==> src/rtl/xbd_pkg.sv <==
package xbd_pkg;

    typedef enum logic [1:0] {
        ST_IDLE,
        ST_HIGH,
        ST_COMMIT
    } bus_state_t;

    typedef struct packed {
        logic shared_sel;
        logic reg_win;
        logic ram_win;
        logic rom_win;
        logic led_reg;
        logic ien_reg;
    } hit_t;

endpackage

==> src/rtl/xbd_decode.sv <==
module xbd_decode
    import xbd_pkg::*;
#(
    parameter int REG_BASE  = 16'hD100,
    parameter int REG_BYTES = 256,
    parameter int RAM_BASE  = 16'hD600,
    parameter int RAM_BYTES = 512,
    parameter int ROM_BASE  = 16'hD800,
    parameter int ROM_BYTES = 2048
) (
    input  logic [15:0] addr,
    output hit_t        hit
);
    localparam logic [16:0] REG_LO  = 17'(REG_BASE);
    localparam logic [16:0] REG_HI  = 17'(REG_BASE + REG_BYTES - 2);
    localparam logic [16:0] SEL_A   = 17'(REG_BASE + REG_BYTES - 1);
    localparam logic [16:0] RAM_LO  = 17'(RAM_BASE);
    localparam logic [16:0] RAM_HI  = 17'(RAM_BASE + RAM_BYTES - 1);
    localparam logic [16:0] ROM_LO  = 17'(ROM_BASE);
    localparam logic [16:0] ROM_HI  = 17'(ROM_BASE + ROM_BYTES - 1);
    localparam logic [16:0] LED_A   = 17'(REG_BASE);
    localparam logic [16:0] IEN_A   = 17'(REG_BASE + 1);

    logic [16:0] a;

    always_comb begin
        a              = {1'b0, addr};
        hit.shared_sel = (a == SEL_A);
        hit.reg_win    = (a >= REG_LO) && (a <= REG_HI);
        hit.ram_win    = (a >= RAM_LO) && (a <= RAM_HI);
        hit.rom_win    = (a >= ROM_LO) && (a <= ROM_HI);
        hit.led_reg    = (a == LED_A);
        hit.ien_reg    = (a == IEN_A);
    end

    always_comb begin
        a_r4_windows_disjoint: assert ($onehot0({hit.shared_sel, hit.reg_win, hit.ram_win, hit.rom_win}));
    end

endmodule

==> src/rtl/xbd_seq.sv <==
module xbd_seq
    import xbd_pkg::*;
#(
    parameter int ADDR_W = 16,
    parameter int DATA_W = 8
) (
    input  logic              clk,
    input  logic              rst_n,
    input  logic              phase,
    input  logic [ADDR_W-1:0] addr,
    input  logic              rw,
    input  logic [DATA_W-1:0] din,
    output logic [ADDR_W-1:0] addr_q,
    output logic              rw_q,
    output logic [DATA_W-1:0] din_q,
    output logic              access,
    output logic              commit
);
    bus_state_t state, state_nx;

    always_ff @(posedge clk or negedge rst_n) begin
        if (!rst_n) state <= ST_IDLE;
        else        state <= state_nx;
    end

    always_comb begin
        state_nx = state;
        unique case (state)
            ST_IDLE:   if (phase)  state_nx = ST_HIGH;
            ST_HIGH:   if (!phase) state_nx = ST_COMMIT;
            ST_COMMIT: state_nx = ST_IDLE;
            default:   state_nx = ST_IDLE;
        endcase
    end

    always_comb begin
        access = 1'b0;
        commit = 1'b0;
        unique case (state)
            ST_IDLE:   ;
            ST_HIGH:   access = 1'b1;
            ST_COMMIT: commit = 1'b1;
            default:   ;
        endcase
    end

    // Address and direction frozen at the phase rise; data tracked while high.
    always_ff @(posedge clk or negedge rst_n) begin
        if (!rst_n) begin
            addr_q <= '0;
            rw_q   <= 1'b1;
            din_q  <= '0;
        end else begin
            if (state == ST_IDLE && phase) begin
                addr_q <= addr;
                rw_q   <= rw;
            end
            if (phase && state != ST_COMMIT) din_q <= din;
        end
    end

    a_r9_addr_frozen: assert property (@(posedge clk) disable iff (!rst_n)
        (state == ST_HIGH && $past(state == ST_HIGH)) |-> ($stable(addr_q) && $stable(rw_q)));

    a_r10_commit_after_high: assert property (@(posedge clk) disable iff (!rst_n)
        (state == ST_COMMIT) |-> $past(state == ST_HIGH));

endmodule

==> src/rtl/xbd_regs.sv <==
module xbd_regs
    import xbd_pkg::*;
#(
    parameter int DATA_W  = 8,
    parameter int NFUNC   = 4,
    parameter int SEL_BIT = 0
) (
    input  logic              clk,
    input  logic              rst_n,
    input  logic              commit,
    input  logic              rw_q,
    input  hit_t              hit,
    input  logic [DATA_W-1:0] din_q,
    input  logic [NFUNC-1:0]  irq_req,
    output logic              sel,
    output logic [DATA_W-1:0] led,
    output logic [NFUNC-1:0]  ien,
    output logic [DATA_W-1:0] status
);
    logic wr;
    assign wr = commit && !rw_q;

    always_ff @(posedge clk or negedge rst_n) begin
        if (!rst_n) begin
            sel <= 1'b0;
            led <= '0;
            ien <= '0;
        end else if (wr) begin
            if (hit.shared_sel)      sel <= din_q[SEL_BIT];
            if (sel && hit.led_reg)  led <= din_q;
            if (sel && hit.ien_reg)  ien <= din_q[NFUNC-1:0];
        end
    end

    genvar i;
    generate
        for (i = 0; i < DATA_W; i++) begin : g_status
            if (i < NFUNC) begin : g_own
                assign status[i] = irq_req[i] & ien[i];
            end else begin : g_free
                assign status[i] = 1'b0;
            end
        end
    endgenerate

    a_r2_select_load: assert property (@(posedge clk) disable iff (!rst_n)
        (wr && hit.shared_sel) |=> (sel == $past(din_q[SEL_BIT])));

    a_r3_led_locked: assert property (@(posedge clk) disable iff (!rst_n)
        !sel |=> ($stable(led) && $stable(ien)));

endmodule

==> src/rtl/xbus_dev_decoder.sv <==
module xbus_dev_decoder
    import xbd_pkg::*;
#(
    parameter int NFUNC     = 4,
    parameter int SEL_BIT   = 0,
    parameter int REG_BASE  = 16'hD100,
    parameter int REG_BYTES = 256,
    parameter int RAM_BASE  = 16'hD600,
    parameter int RAM_BYTES = 512,
    parameter int ROM_BASE  = 16'hD800,
    parameter int ROM_BYTES = 2048
) (
    input  logic        clk,
    input  logic        rst_n,
    input  logic        phase,
    input  logic [15:0] addr,
    input  logic        rw,
    input  logic [7:0]  din,
    input  logic [7:0]  mem_rdata,
    input  logic [3:0]  irq_req,
    output logic [7:0]  dout,
    output logic [7:0]  doe,
    output logic        cs_reg,
    output logic        cs_ram,
    output logic        cs_rom,
    output logic [7:0]  led
);
    localparam int          ADDR_W   = 16;
    localparam int          DATA_W   = 8;
    localparam logic [7:0]  OWN_MASK = 8'((1 << NFUNC) - 1);

    logic [ADDR_W-1:0] addr_q;
    logic              rw_q;
    logic [DATA_W-1:0] din_q;
    logic              access, commit;
    hit_t              hit;
    logic              sel;
    logic [NFUNC-1:0]  ien;
    logic [DATA_W-1:0] status;
    logic              any_win;

    xbd_seq #(.ADDR_W(ADDR_W), .DATA_W(DATA_W)) u_seq (
        .clk(clk), .rst_n(rst_n), .phase(phase), .addr(addr), .rw(rw), .din(din),
        .addr_q(addr_q), .rw_q(rw_q), .din_q(din_q), .access(access), .commit(commit)
    );

    xbd_decode #(
        .REG_BASE(REG_BASE), .REG_BYTES(REG_BYTES), .RAM_BASE(RAM_BASE),
        .RAM_BYTES(RAM_BYTES), .ROM_BASE(ROM_BASE), .ROM_BYTES(ROM_BYTES)
    ) u_dec (
        .addr(addr_q), .hit(hit)
    );

    xbd_regs #(.DATA_W(DATA_W), .NFUNC(NFUNC), .SEL_BIT(SEL_BIT)) u_regs (
        .clk(clk), .rst_n(rst_n), .commit(commit), .rw_q(rw_q), .hit(hit),
        .din_q(din_q), .irq_req(irq_req), .sel(sel), .led(led), .ien(ien), .status(status)
    );

    always_comb begin
        any_win = sel && (hit.reg_win || hit.ram_win || hit.rom_win);
        cs_reg  = access && sel && hit.reg_win;
        cs_ram  = access && sel && hit.ram_win;
        cs_rom  = access && sel && hit.rom_win;
        dout    = '0;
        doe     = '0;
        if (access && rw_q) begin
            if (hit.shared_sel) begin
                doe  = OWN_MASK;
                dout = status & OWN_MASK;
            end else if (any_win) begin
                doe = '1;
                if (hit.led_reg)      dout = led;
                else if (hit.ien_reg) dout = DATA_W'(ien);
                else                  dout = mem_rdata;
            end
        end
    end

    a_r6_owned_bits_only: assert property (@(posedge clk) disable iff (!rst_n)
        (access && hit.shared_sel) |-> ((doe & ~OWN_MASK) == 8'h00));

    a_r4_single_select: assert property (@(posedge clk) disable iff (!rst_n)
        $onehot0({cs_reg, cs_ram, cs_rom}));

    a_r7_drive_in_phase: assert property (@(posedge clk) disable iff (!rst_n)
        (doe != 8'h00) |-> ($past(phase) && rw_q));

    a_r3_off_bus: assert property (@(posedge clk) disable iff (!rst_n)
        !sel |-> !(cs_reg || cs_ram || cs_rom));

endmodule

==> config.mk <==
export PLATFORM = sky130hd
export DESIGN_NAME = xbus_dev_decoder
export DESIGN_NICKNAME = d
export VERILOG_FILES = /design/src/rtl/xbd_pkg.sv /design/src/rtl/xbd_decode.sv /design/src/rtl/xbd_seq.sv /design/src/rtl/xbd_regs.sv /design/src/rtl/xbus_dev_decoder.sv
export SDC_FILE = /design/constraint.sdc
export NUM_CORES = 1
export LEC_CHECK = 0
export ABC_AREA = 1
export BUFFER_PORTS_ARGS = -buffer_cell sky130_fd_sc_hd__buf_2
export CELL_PAD_IN_SITES_DETAIL_PLACEMENT = 0
export CELL_PAD_IN_SITES_GLOBAL_PLACEMENT = 1
export CORE_ASPECT_RATIO = 1.4
export CORE_MARGIN = 4
export CORE_UTILIZATION = 37
export DETAILED_ROUTE_END_ITERATION = 7
export HOLD_SLACK_MARGIN = 0.06
export PLACE_DENSITY = 0.83
export SYNTH_ARGS = -nofsm -noshare
export SYNTH_HDL_FRONTEND = slang
export SYNTH_SLANG_ARGS = --single-unit
==> constraint.sdc <==
create_clock -name clk -period 2.5 [get_ports clk]
set_input_delay 0.625 -clock clk [delete_from_list [all_inputs] [get_ports clk]]
set_output_delay 0.625 -clock clk [all_outputs]
set_load 0.01 [all_outputs]
Word-level counts from Yosys, hierarchy flattened --
Index checks and enable logic that the tools add are counted.
Cells by class: order comparisons 6, equal/unequal tests 8, muxes and demuxes 13, bitwise gates (word level) 4, reductions and logical operators 22
Operators with widths (count):
- 2-to-1 mux 8 bit | 8
- equality test 16 bit (second input constant) | 3
- greater-or-equal comparator 16 bit (second input constant) | 3
- less-or-equal comparator 16 bit (second input constant) | 3
- logical AND 1 bit | 14
- AND reduction 2 bit | 4
- inequality test 2 bit (second input constant) | 3
- bitwise AND 1 bit | 4
- 2-to-1 mux 2 bit | 2
- case mux 2 bit (2 select lines) | 1
- equality test 2 x 1 -> 1 bit (second input constant) | 1
- equality test 2 bit (second input constant) | 1
- logical NOT 2 bit | 1
- logical OR 1 bit | 2
- 2-to-1 mux 1 bit | 2
- logical NOT 1 bit | 1
Storage, ports and cells: register bits 40, bits of input ports 40, output and inout bits 27, word-level logic and storage cells 60

Depth between registers and ports, before layout --
Gate-level depths: netlist of the first run.
depth after elaboration 8, depth in mapped cells 10

By module --
From an unflattened synthesis of the first run, not the netlist that was laid out.
Unflattened totals: cells, all modules 319, area total of the unflattened synthesis 2311.0 sq um
By module, submodules not included:
- xbd_seq | times used 1, cells each 117, area each 1087.3 sq um, seq. area each 676.9 sq um
- xbd_regs | times used 1, cells each 75, area each 606.8 sq um, seq. area each 325.3 sq um
- xbus_dev_decoder | times used 1, cells each 76, area each 372.9 sq um, seq. area each 0.0 sq um
- xbd_decode | times used 1, cells each 51, area each 244.0 sq um, seq. area each 0.0 sq um

Least setup slack after synthesis of the first run --
OpenSTA, ideal clock, no wires.
path type register -> output, start register u_seq.addr_q[14], end output doe[1], arrival 1498 ps, data required time 1875 ps, path slack 377 ps, stages on the path, launching flop included 11, path through dfrtp_1 inv_1 nor2_4 nand2_2 nor2_4 nand2_2 nand3_2 nand2_2 nand2_1 a21oi_1 buf_4
Between the ends: longest elaborated chain between the ends 8, elaborated cells between the ends (all ways) 16, classes of those cells order compare (6); eq/ne (1); mux (3); reduce/logical (6)
Ends and longest elaborated chain:
- start, declared | RTL line xbd_seq.sv:13 | output logic [ADDR_W-1:0] addr_q,
- start signal, assigned | RTL line xbd_seq.sv:55 | addr_q <= addr;
- greater-or-equal comparator 16 bit, or another cell as far along | RTL line xbd_decode.sv:29 | hit.reg_win = (a >= REG_LO) && (a <= REG_HI);
- logical AND 1 bit, on equally long branches | RTL line xbd_decode.sv:29, xbd_decode.sv:30
- logical OR 1 bit (2 in a row) | RTL line xbus_dev_decoder.sv:60 | any_win = sel && (hit.reg_win || hit.ram_win || hit.rom_win);
- logical AND 1 bit | RTL line xbus_dev_decoder.sv:60
- 2-to-1 mux 8 bit | RTL line xbus_dev_decoder.sv:70 | end else if (any_win) begin
- 2-to-1 mux 8 bit (*) | RTL line xbus_dev_decoder.sv:67 | if (hit.shared_sel) begin
- 2-to-1 mux 8 bit (*) | RTL line xbus_dev_decoder.sv:66 | if (access && rw_q) begin
- end, declared | RTL line xbus_dev_decoder.sv:22 | output logic [7:0] doe,
Every way passes the cells marked *; elsewhere a longest branch is shown, timed or not.

Worst setup path in the final report of the first run --
start register u_seq.addr_q[10], end output dout[0]
Between the ends: longest elaborated chain between the ends 8, elaborated cells between the ends (all ways) 20, classes of those cells order compare (6); eq/ne (3); mux (5); reduce/logical (6)
Ends and longest elaborated chain:
- greater-or-equal comparator 16 bit, or another cell as far along | RTL line xbd_decode.sv:29
- logical AND 1 bit, on equally long branches | RTL line xbd_decode.sv:29, xbd_decode.sv:30
- logical OR 1 bit (2 in a row) | RTL line xbus_dev_decoder.sv:60
- logical AND 1 bit | RTL line xbus_dev_decoder.sv:60
- 2-to-1 mux 8 bit | RTL line xbus_dev_decoder.sv:70
- 2-to-1 mux 8 bit (*) | RTL line xbus_dev_decoder.sv:67
- 2-to-1 mux 8 bit (*) | RTL line xbus_dev_decoder.sv:66
- end, declared | RTL line xbus_dev_decoder.sv:21 | output logic [7:0] dout,
Marked as above.

==> flow_metrics.py, run 1 <==
metrics = {
    "setup_path": {
        "cp-end-kind": "output port",
        "rrSetupSlack_ns": 0.96,
        "r2r_start": "u_seq.addr_q[10]",
        "cp.arrival_ns": 1.76,
        "startpoint_type": "register",
        "critPathKind": "register to output port",
        "crit_fanout": 4,
        "worstPathRequired_ns": 1.88,
        "reg2reg_depth": 7,
        "timing.rr.end": "u_regs.led[2]",
    },
    "drt": {
        "ant_nets": 0,
        "drtIter0Drc": 67,
        "wl_per_cell_um": 12.7,
        "drc": 0,
        "viasPerCell": 4.67,
        "vias": 1834,
        "dr.pass1.iters": 4,
        "drt-total-wl_mm": 4.99,
    },
    "synthesis": {
        "synthArstFlopShare": 1.00,
        "synth_top_area_cell": "dfrtp_1",
        "yosysSeqAreaShare": 0.469,
        "syn_inst": 251,
        "yosysWarnings": 0,
        "postSynthAreaPerCell_um2": 8.51,
        "synth.area.top_cells": "dfrtp_1 (46%), nand2_1 (9.3%), nor2_1 (6.3%), mux2_2 (5.8%), inv_1 (4.0%)",
        "synth_ff_type": "dfrtp_1",
        "synth_top_area_frac": 0.457,
        "syn_area_um2": 2140,
        "synth-edff-count": 0,
        "synth_nets": 291,
        "ys_ff_latch": 40,
        "synth.distinct_cells": 26,
    },
    "power_and_ir_drop": {
        "p_sw_w": 0.000666,
        "swShare": 0.334,
        "internal-power_w": 0.00133,
        "powerDensity_nw_per_um2": 730,
        "seqPwrFrac": 0.465,
        "ir_drop_v": 0.000438,
        "power.share.clock": 0.257,
        "combPwrFrac": 0.278,
        "p_leak_nw": 1.48,
    },
    "timing": {
        "min_period_over_period": 0.956,
        "rsz0062_at_grt": "true",
        "setup_viol": 0,
        "hold_violations": 0,
        "fin_crit_ns": 2.39,
        "skew_ns": 0.00631,
        "drv_slew": 0,
        "fin_tns_setup_ns": 0,
        "max_freq_mhz": 418,
        "timing.final.ws_setup_ns": 0.110,
        "max_slew.worst_pin.slew_ns": 0.886,
        "max_slew_margin": 0.409,
    },
    "clock_network": {
        "clock_path_buffers": 2,
        "cts.root.buffer_cell": "clkbuf_8",
        "htreeDepth": 2,
        "cts_tree": "built",
        "cts_made_buffers": 5,
        "clk_latency_ns": 0.29,
        "clock_sinks": 40,
        "clkTransAtPathRegs_ns": 0.08,
    },
    "floorplan": {
        "core_area_um2": 5570,
        "die_w_um": 72.2,
        "dieArea_um2": 7070,
        "rows": 32,
        "io_pins": 67,
        "fp.dieH_um": 97.9,
        "initial_core_util": 0.384,
    },
    "layout": {
        "largest_reg_flops": 16,
        "register_area_um2": 1000,
        "fin_nets": 364,
        "drive_gt1_frac": 0.415,
        "fill_cells": 567,
        "syn_to_final_growth_pct": 27.9,
        "fin_util": 0.491,
        "diodes": 0,
        "multi_input_area_um2": 1040,
    },
    "global_route": {
        "antenna_found_initial": 0,
        "grt_pass1_vias": 1821,
        "grtUsageTotal": 0.147,
        "globalRouteOverflowTotal": 0,
        "grt_max_degree": 41,
        "grt_pass1_wl_mm": 8.36,
    },
    "placed_design": {
        "port-buffer-count": 66,
        "gp_congestion": 0.756,
        "post-dp-hpwl_mm": 3.75,
        "post-place-ws_ns": 0.247,
    },
    "worst_hold_path": {
        "hp-class": "primary input to asynchronous set/reset pin",
    },
    "outcome": {
        "status": "complete, no violations",
    },
    "flow_run": {
        "max-cap-violations": 0,
    },
}
-- worst max path at each step --
stage	start	to	slack [ns]	cells past startpoint
floorplan	u_seq.addr_q[14]	doe[1]	0.38	10
global placement	u_seq.addr_q[9]	doe[4]	0.28	9
detailed placement	u_seq.addr_q[9]	doe[4]	0.25	9
CTS	u_seq.addr_q[9]	dout[1]	0.02	8
global route	u_seq.addr_q[10]	dout[2]	-0.05	9
finish	u_seq.addr_q[10]	dout[0]	0.11	9
-- cells in the mapped netlist (3+ instances only) --
| library cell | count |
|---|---|
| a21oi_1 | 16 |
| buf_4 | 6 |
| dfrtp_1 | 39 |
| inv_1 | 23 |
| mux2_2 | 11 |
| nand2_1 | 53 |
| nand2_2 | 5 |
| nand3_1 | 15 |
| nor2_1 | 36 |
| nor2_2 | 3 |
| nor2_4 | 3 |
| o21ai_0 | 9 |
| o21ai_2 | 8 |
| o21bai_1 | 4 |
| or2_2 | 4 |
-- layout make-up --
type	count	share of cell area
clock buffer	6	0.0266
clock inverter	2	0.0128
inverter	23	0.0316
multi-input combinational	178	0.381
sequential	40	0.367
tap	68	0.0311
timing repair buffer	76	0.150
-- timing repair --
| item | 4_1_cts | 5_1_grt |
|---|---|---|
| setup endpoints to repair | 12 | 16 |
| hold buffers | 0 | 0 |
| resized for setup | 2 | 14 |
| cloned | 0 | 1 |
| pin swaps | 1 | 14 |
| setup buffers | 2 | 7 |
-- through the flow --
stage                     instances  power, W  cell area (µm²)  hold WS, ns
final                           393   0.00200             2730        0.450
after global routing            393   0.00215             2730        0.519
after CTS                       385   0.00195             2620        0.481
after detailed placement        375   0.00142             2480        0.478
after global placement          375   0.00140             2480        0.468
after floorplan                 251   0.00127             2140        0.329
-- worst max-delay path, cell delays in order (launching register included) --
cell and delay, ns:
dfrtp_1 0.42, nor2_4 0.16, nand2_4 0.08, nor2_4 0.20, buf_4 0.15, nand3_1 0.06, nand3_1 0.09, nand2_1 0.06
o21bai_1 0.12, buf_2 0.14
-- logic make-up (layout without fill, tap and decap cells) --
| logic type | Yosys count | count (layout) | synth area share |
|---|---|---|---|
| multiplexers | 11 | 11 | 0.0580 |
| flip-flops | 40 | 40 | 0.469 |
| AND/OR/NAND/NOR | 129 | 130 | 0.292 |
| buffers and inverters | 34 | 107 | 0.0750 |
| AO/OA/AOI/OAI | 37 | 37 | 0.105 |
-- cells in the final DEF, fill, tap and decap left out, drive strengths merged, types with 2 or more instances in the layout --
cell | netlist | final
a21oi | 16 | 16
buf | 9 | 76
clkbuf | 2 | 6
dfrtp | 39 | 39
inv | 23 | 23
mux2 | 11 | 11
nand2 | 58 | 58
nand3 | 18 | 19
nand4 | 2 | 2
nor2 | 42 | 42
nor3 | 4 | 4
o21ai | 17 | 17
o21bai | 4 | 4
or2 | 4 | 4
-- metal layers --
layer / vias up / part of all wire / track usage
li1: 952 / - / -
met1: 837 / 0.44 / 0.184
met2: 39 / 0.50 / 0.248
met3: 6 / 0.044 / 0.0247
met4: 0 / 0.017 / 0.0564
met5: - / 0 / 0
-- power groups by stage --
| stage | Combinational (W) | Sequential (W) | Clock [W] |
|---|---|---|---|
| floorplan | 0.000371 | 0.000902 | 0 |
| CTS | 0.000491 | 0.000923 | 0.000531 |
| global placement | 0.000471 | 0.000928 | 0 |
| global route | 0.000636 | 0.000953 | 0.000557 |
| finish | 0.000554 | 0.000928 | 0.000513 |
| detailed placement | 0.000484 | 0.000936 | 0 |
No activity file was read; power rests on OpenSTA's default activity.
==> inputs of run 2 (changes only) <==
--- a/config.mk
+++ b/config.mk
@@ -11,10 +11,11 @@
 export CELL_PAD_IN_SITES_GLOBAL_PLACEMENT = 1
 export CORE_ASPECT_RATIO = 1.4
 export CORE_MARGIN = 4
-export CORE_UTILIZATION = 37
+export CORE_UTILIZATION = 36
 export DETAILED_ROUTE_END_ITERATION = 7
 export HOLD_SLACK_MARGIN = 0.06
 export PLACE_DENSITY = 0.83
 export SYNTH_ARGS = -nofsm -noshare
 export SYNTH_HDL_FRONTEND = slang
+export SYNTH_HIERARCHICAL = 1
 export SYNTH_SLANG_ARGS = --single-unit
==> run 2 against run 1 <==
Net effect:
- the run now ends with negative setup slack left
- via count up 17%
- synthesized cell count up 25%
- register-to-register slack worse by 0.39 ns
- synthesized area up 6.6%
- utilization down 1.4 points
- highest routed layer unchanged
==> flow_metrics.py, run 2 <==
metrics = {
    "timing": {
        "hold_violations": 0,
        "fin_crit_ns": 2.62,
        "rsz0062_at_grt": "true",
        "max_slew.worst_pin.slew_ns": 0.491,
        "max_slew_margin": 0.673,
        "max_freq_mhz": 382,
        "timing.final.ws_setup_ns": -0.121,
        "min_period_over_period": 1.05,
        "holdWs_ns": 0.285,
        "setup_viol": 16,
        "drv_slew": 0,
        "skew_ns": 0.00564,
    },
    "floorplan": {
        "core_area_um2": 6170,
        "rows": 34,
        "dieArea_um2": 7680,
        "io_pins": 67,
        "die_w_um": 75.2,
        "fp.dieH_um": 102,
        "initial_core_util": 0.369,
    },
    "outcome": {
        "status": "finished, violations left",
        "violations": "negative setup slack",
    },
    "placed_design": {
        "post-dp-hpwl_mm": 4.08,
        "post_dp_cell_area_um2": 2630,
        "gp_congestion": 0.803,
        "port-buffer-count": 66,
        "post-place-ws_ns": 0.155,
    },
    "drt": {
        "dr.pass1.iters": 4,
        "drtIter0Drc": 76,
        "ant_nets": 0,
        "wl_per_cell_um": 11.5,
        "drc": 0,
        "drt-total-wl_mm": 5.34,
        "viasPerCell": 4.59,
        "vias": 2138,
    },
    "setup_path": {
        "cpMostUsedCell": "nand2_2",
        "critPathKind": "register to output port",
        "worstPathRequired_ns": 1.88,
        "crit_path_top_delay_cell": "dfrtp_1",
        "startpoint_type": "register",
        "cp-end-kind": "output port",
        "cp.arrival_ns": 2.00,
        "worstPathCellList": "nor2_2 -> nand2_1 -> nor2_2 -> buf_4 -> nand2_2 -> nand2_2 -> a21oi_2 -> nor2_1 -> nand2_2 -> nand2_4 -> nor2_8 -> inv_4 -> nor2_1 -> buf_2",
        "crit_fanout": 5,
        "max_stage_delay_ns": 0.43,
    },
    "flow_run": {
        "max-cap-violations": 0,
    },
    "clock_network": {
        "cts_made_buffers": 5,
        "cts.root.buffer_cell": "clkbuf_8",
        "htreeDepth": 2,
        "clkTransAtPathRegs_ns": 0.08,
        "clk_latency_ns": 0.29,
        "clock_path_buffers": 2,
        "cts_hold_buf": 0,
        "clock_sinks": 40,
        "cts_tree": "built",
    },
    "global_route": {
        "grt_pass1_vias": 2002,
        "grt_max_degree": 23,
        "grtUsageTotal": 0.146,
        "antenna_found_initial": 0,
        "globalRouteOverflowTotal": 0,
        "grt_pass1_wl_mm": 8.77,
    },
    "layout": {
        "drive_gt1_frac": 0.343,
        "diodes": 0,
        "fill_cells": 642,
        "largest_reg_flops": 16,
        "final_cell_mix": "nand2_1 (121), buf_2 (62), nand3_1 (46), dfrtp_1 (39), inv_1 (26)",
        "stdcell_area_um2": 2940,
        "layout_commonest_cell": "nand2_1",
        "fin_nets": 433,
        "syn_to_final_growth_pct": 29.3,
    },
    "synthesis": {
        "postSynthAreaPerCell_um2": 7.25,
        "synth_nets": 354,
        "yosysWarnings": 6,
        "syn_inst": 314,
        "syn_area_um2": 2280,
    },
    "power_and_ir_drop": {
        "p_leak_nw": 1.71,
        "ir_drop_v": 0.000319,
        "powerDensity_nw_per_um2": 539,
    },
    "worst_hold_path": {
        "hp-class": "primary input to asynchronous set/reset pin",
    },
}
run 2: stage by stage:
stage / util / instances / power, W / setup TNS, ns
6_report: 0.477 / 466 / 0.00159 / -1.53
5_1_grt: 0.477 / 466 / 0.00168 / -4.25
4_1_cts: 0.462 / 460 / 0.00157 / -0.526
3_5_place_dp: 0.427 / 444 / 0.00100 / 0
3_3_place_gp: 0.427 / 444 / 0.000997 / 0
2_1_floorplan: - / 314 / 0.000922 / 0
run 2: what timing repair did:
item | CTS | global route
gates resized for setup | 14 | 12
setup endpoints to repair | 16 | 16
setup buffers | 7 | 6
pin swaps | 11 | 11
gates cloned | 1 | 0
run 2: final timing paths:
path | start | to | slack, ns | depth (start not counted)
worst min-delay path | rst_n | u_seq/addr_q[11] | 0.28 | 1
worst min register to register | u_seq/din_q[7] | u_seq/din_q[7] | 0.48 | 2
worst max-delay path | u_seq/addr_q[11] | dout[4] | -0.12 | 14
max in group asynchronous | rst_n | u_seq/rw_q | 1.61 | 2
min in group clk | u_seq/din_q[7] | u_seq/din_q[7] | 0.48 | 2
worst max register to register | u_seq/addr_q[2] | u_regs/ien[3] | 0.57 | 10
run 2: worst max-delay path: cells and delay by family, from the launching register on:
family	cells	cell delay, ns
buffers and inverters	3	0.34
DFF	1	0.43
AOI/OAI and AO/OA	1	0.05
and+or+nand+nor	10	0.88
run 2: layout make-up:
cell class              count  area (µm²)  share of cell area
inverters                  34         134              0.0455
well taps                  72        90.1              0.0306
clock inverters             3        46.3              0.0157
repair buffers             84         494               0.168
multi-input cells         228        1110               0.377
flip-flops and latches     40        1000               0.340
clock buffers               5        68.8              0.0234
run 2: routing by layer:
layer / track usage / share of wire
met2: 0.272 / 0.53
met4: 0.0498 / 0.019
met5: 0 / 0
met3: 0.0256 / 0.045
met1: 0.163 / 0.41
run 2: report_power, final:
part / internal (W) / switching [W] / leakage (nW)
combinational: 0.000119 / 0.000152 / 1.14
sequential: 0.000711 / 0.0000574 / 0.513
clock: 0.000301 / 0.000246 / 0.0548
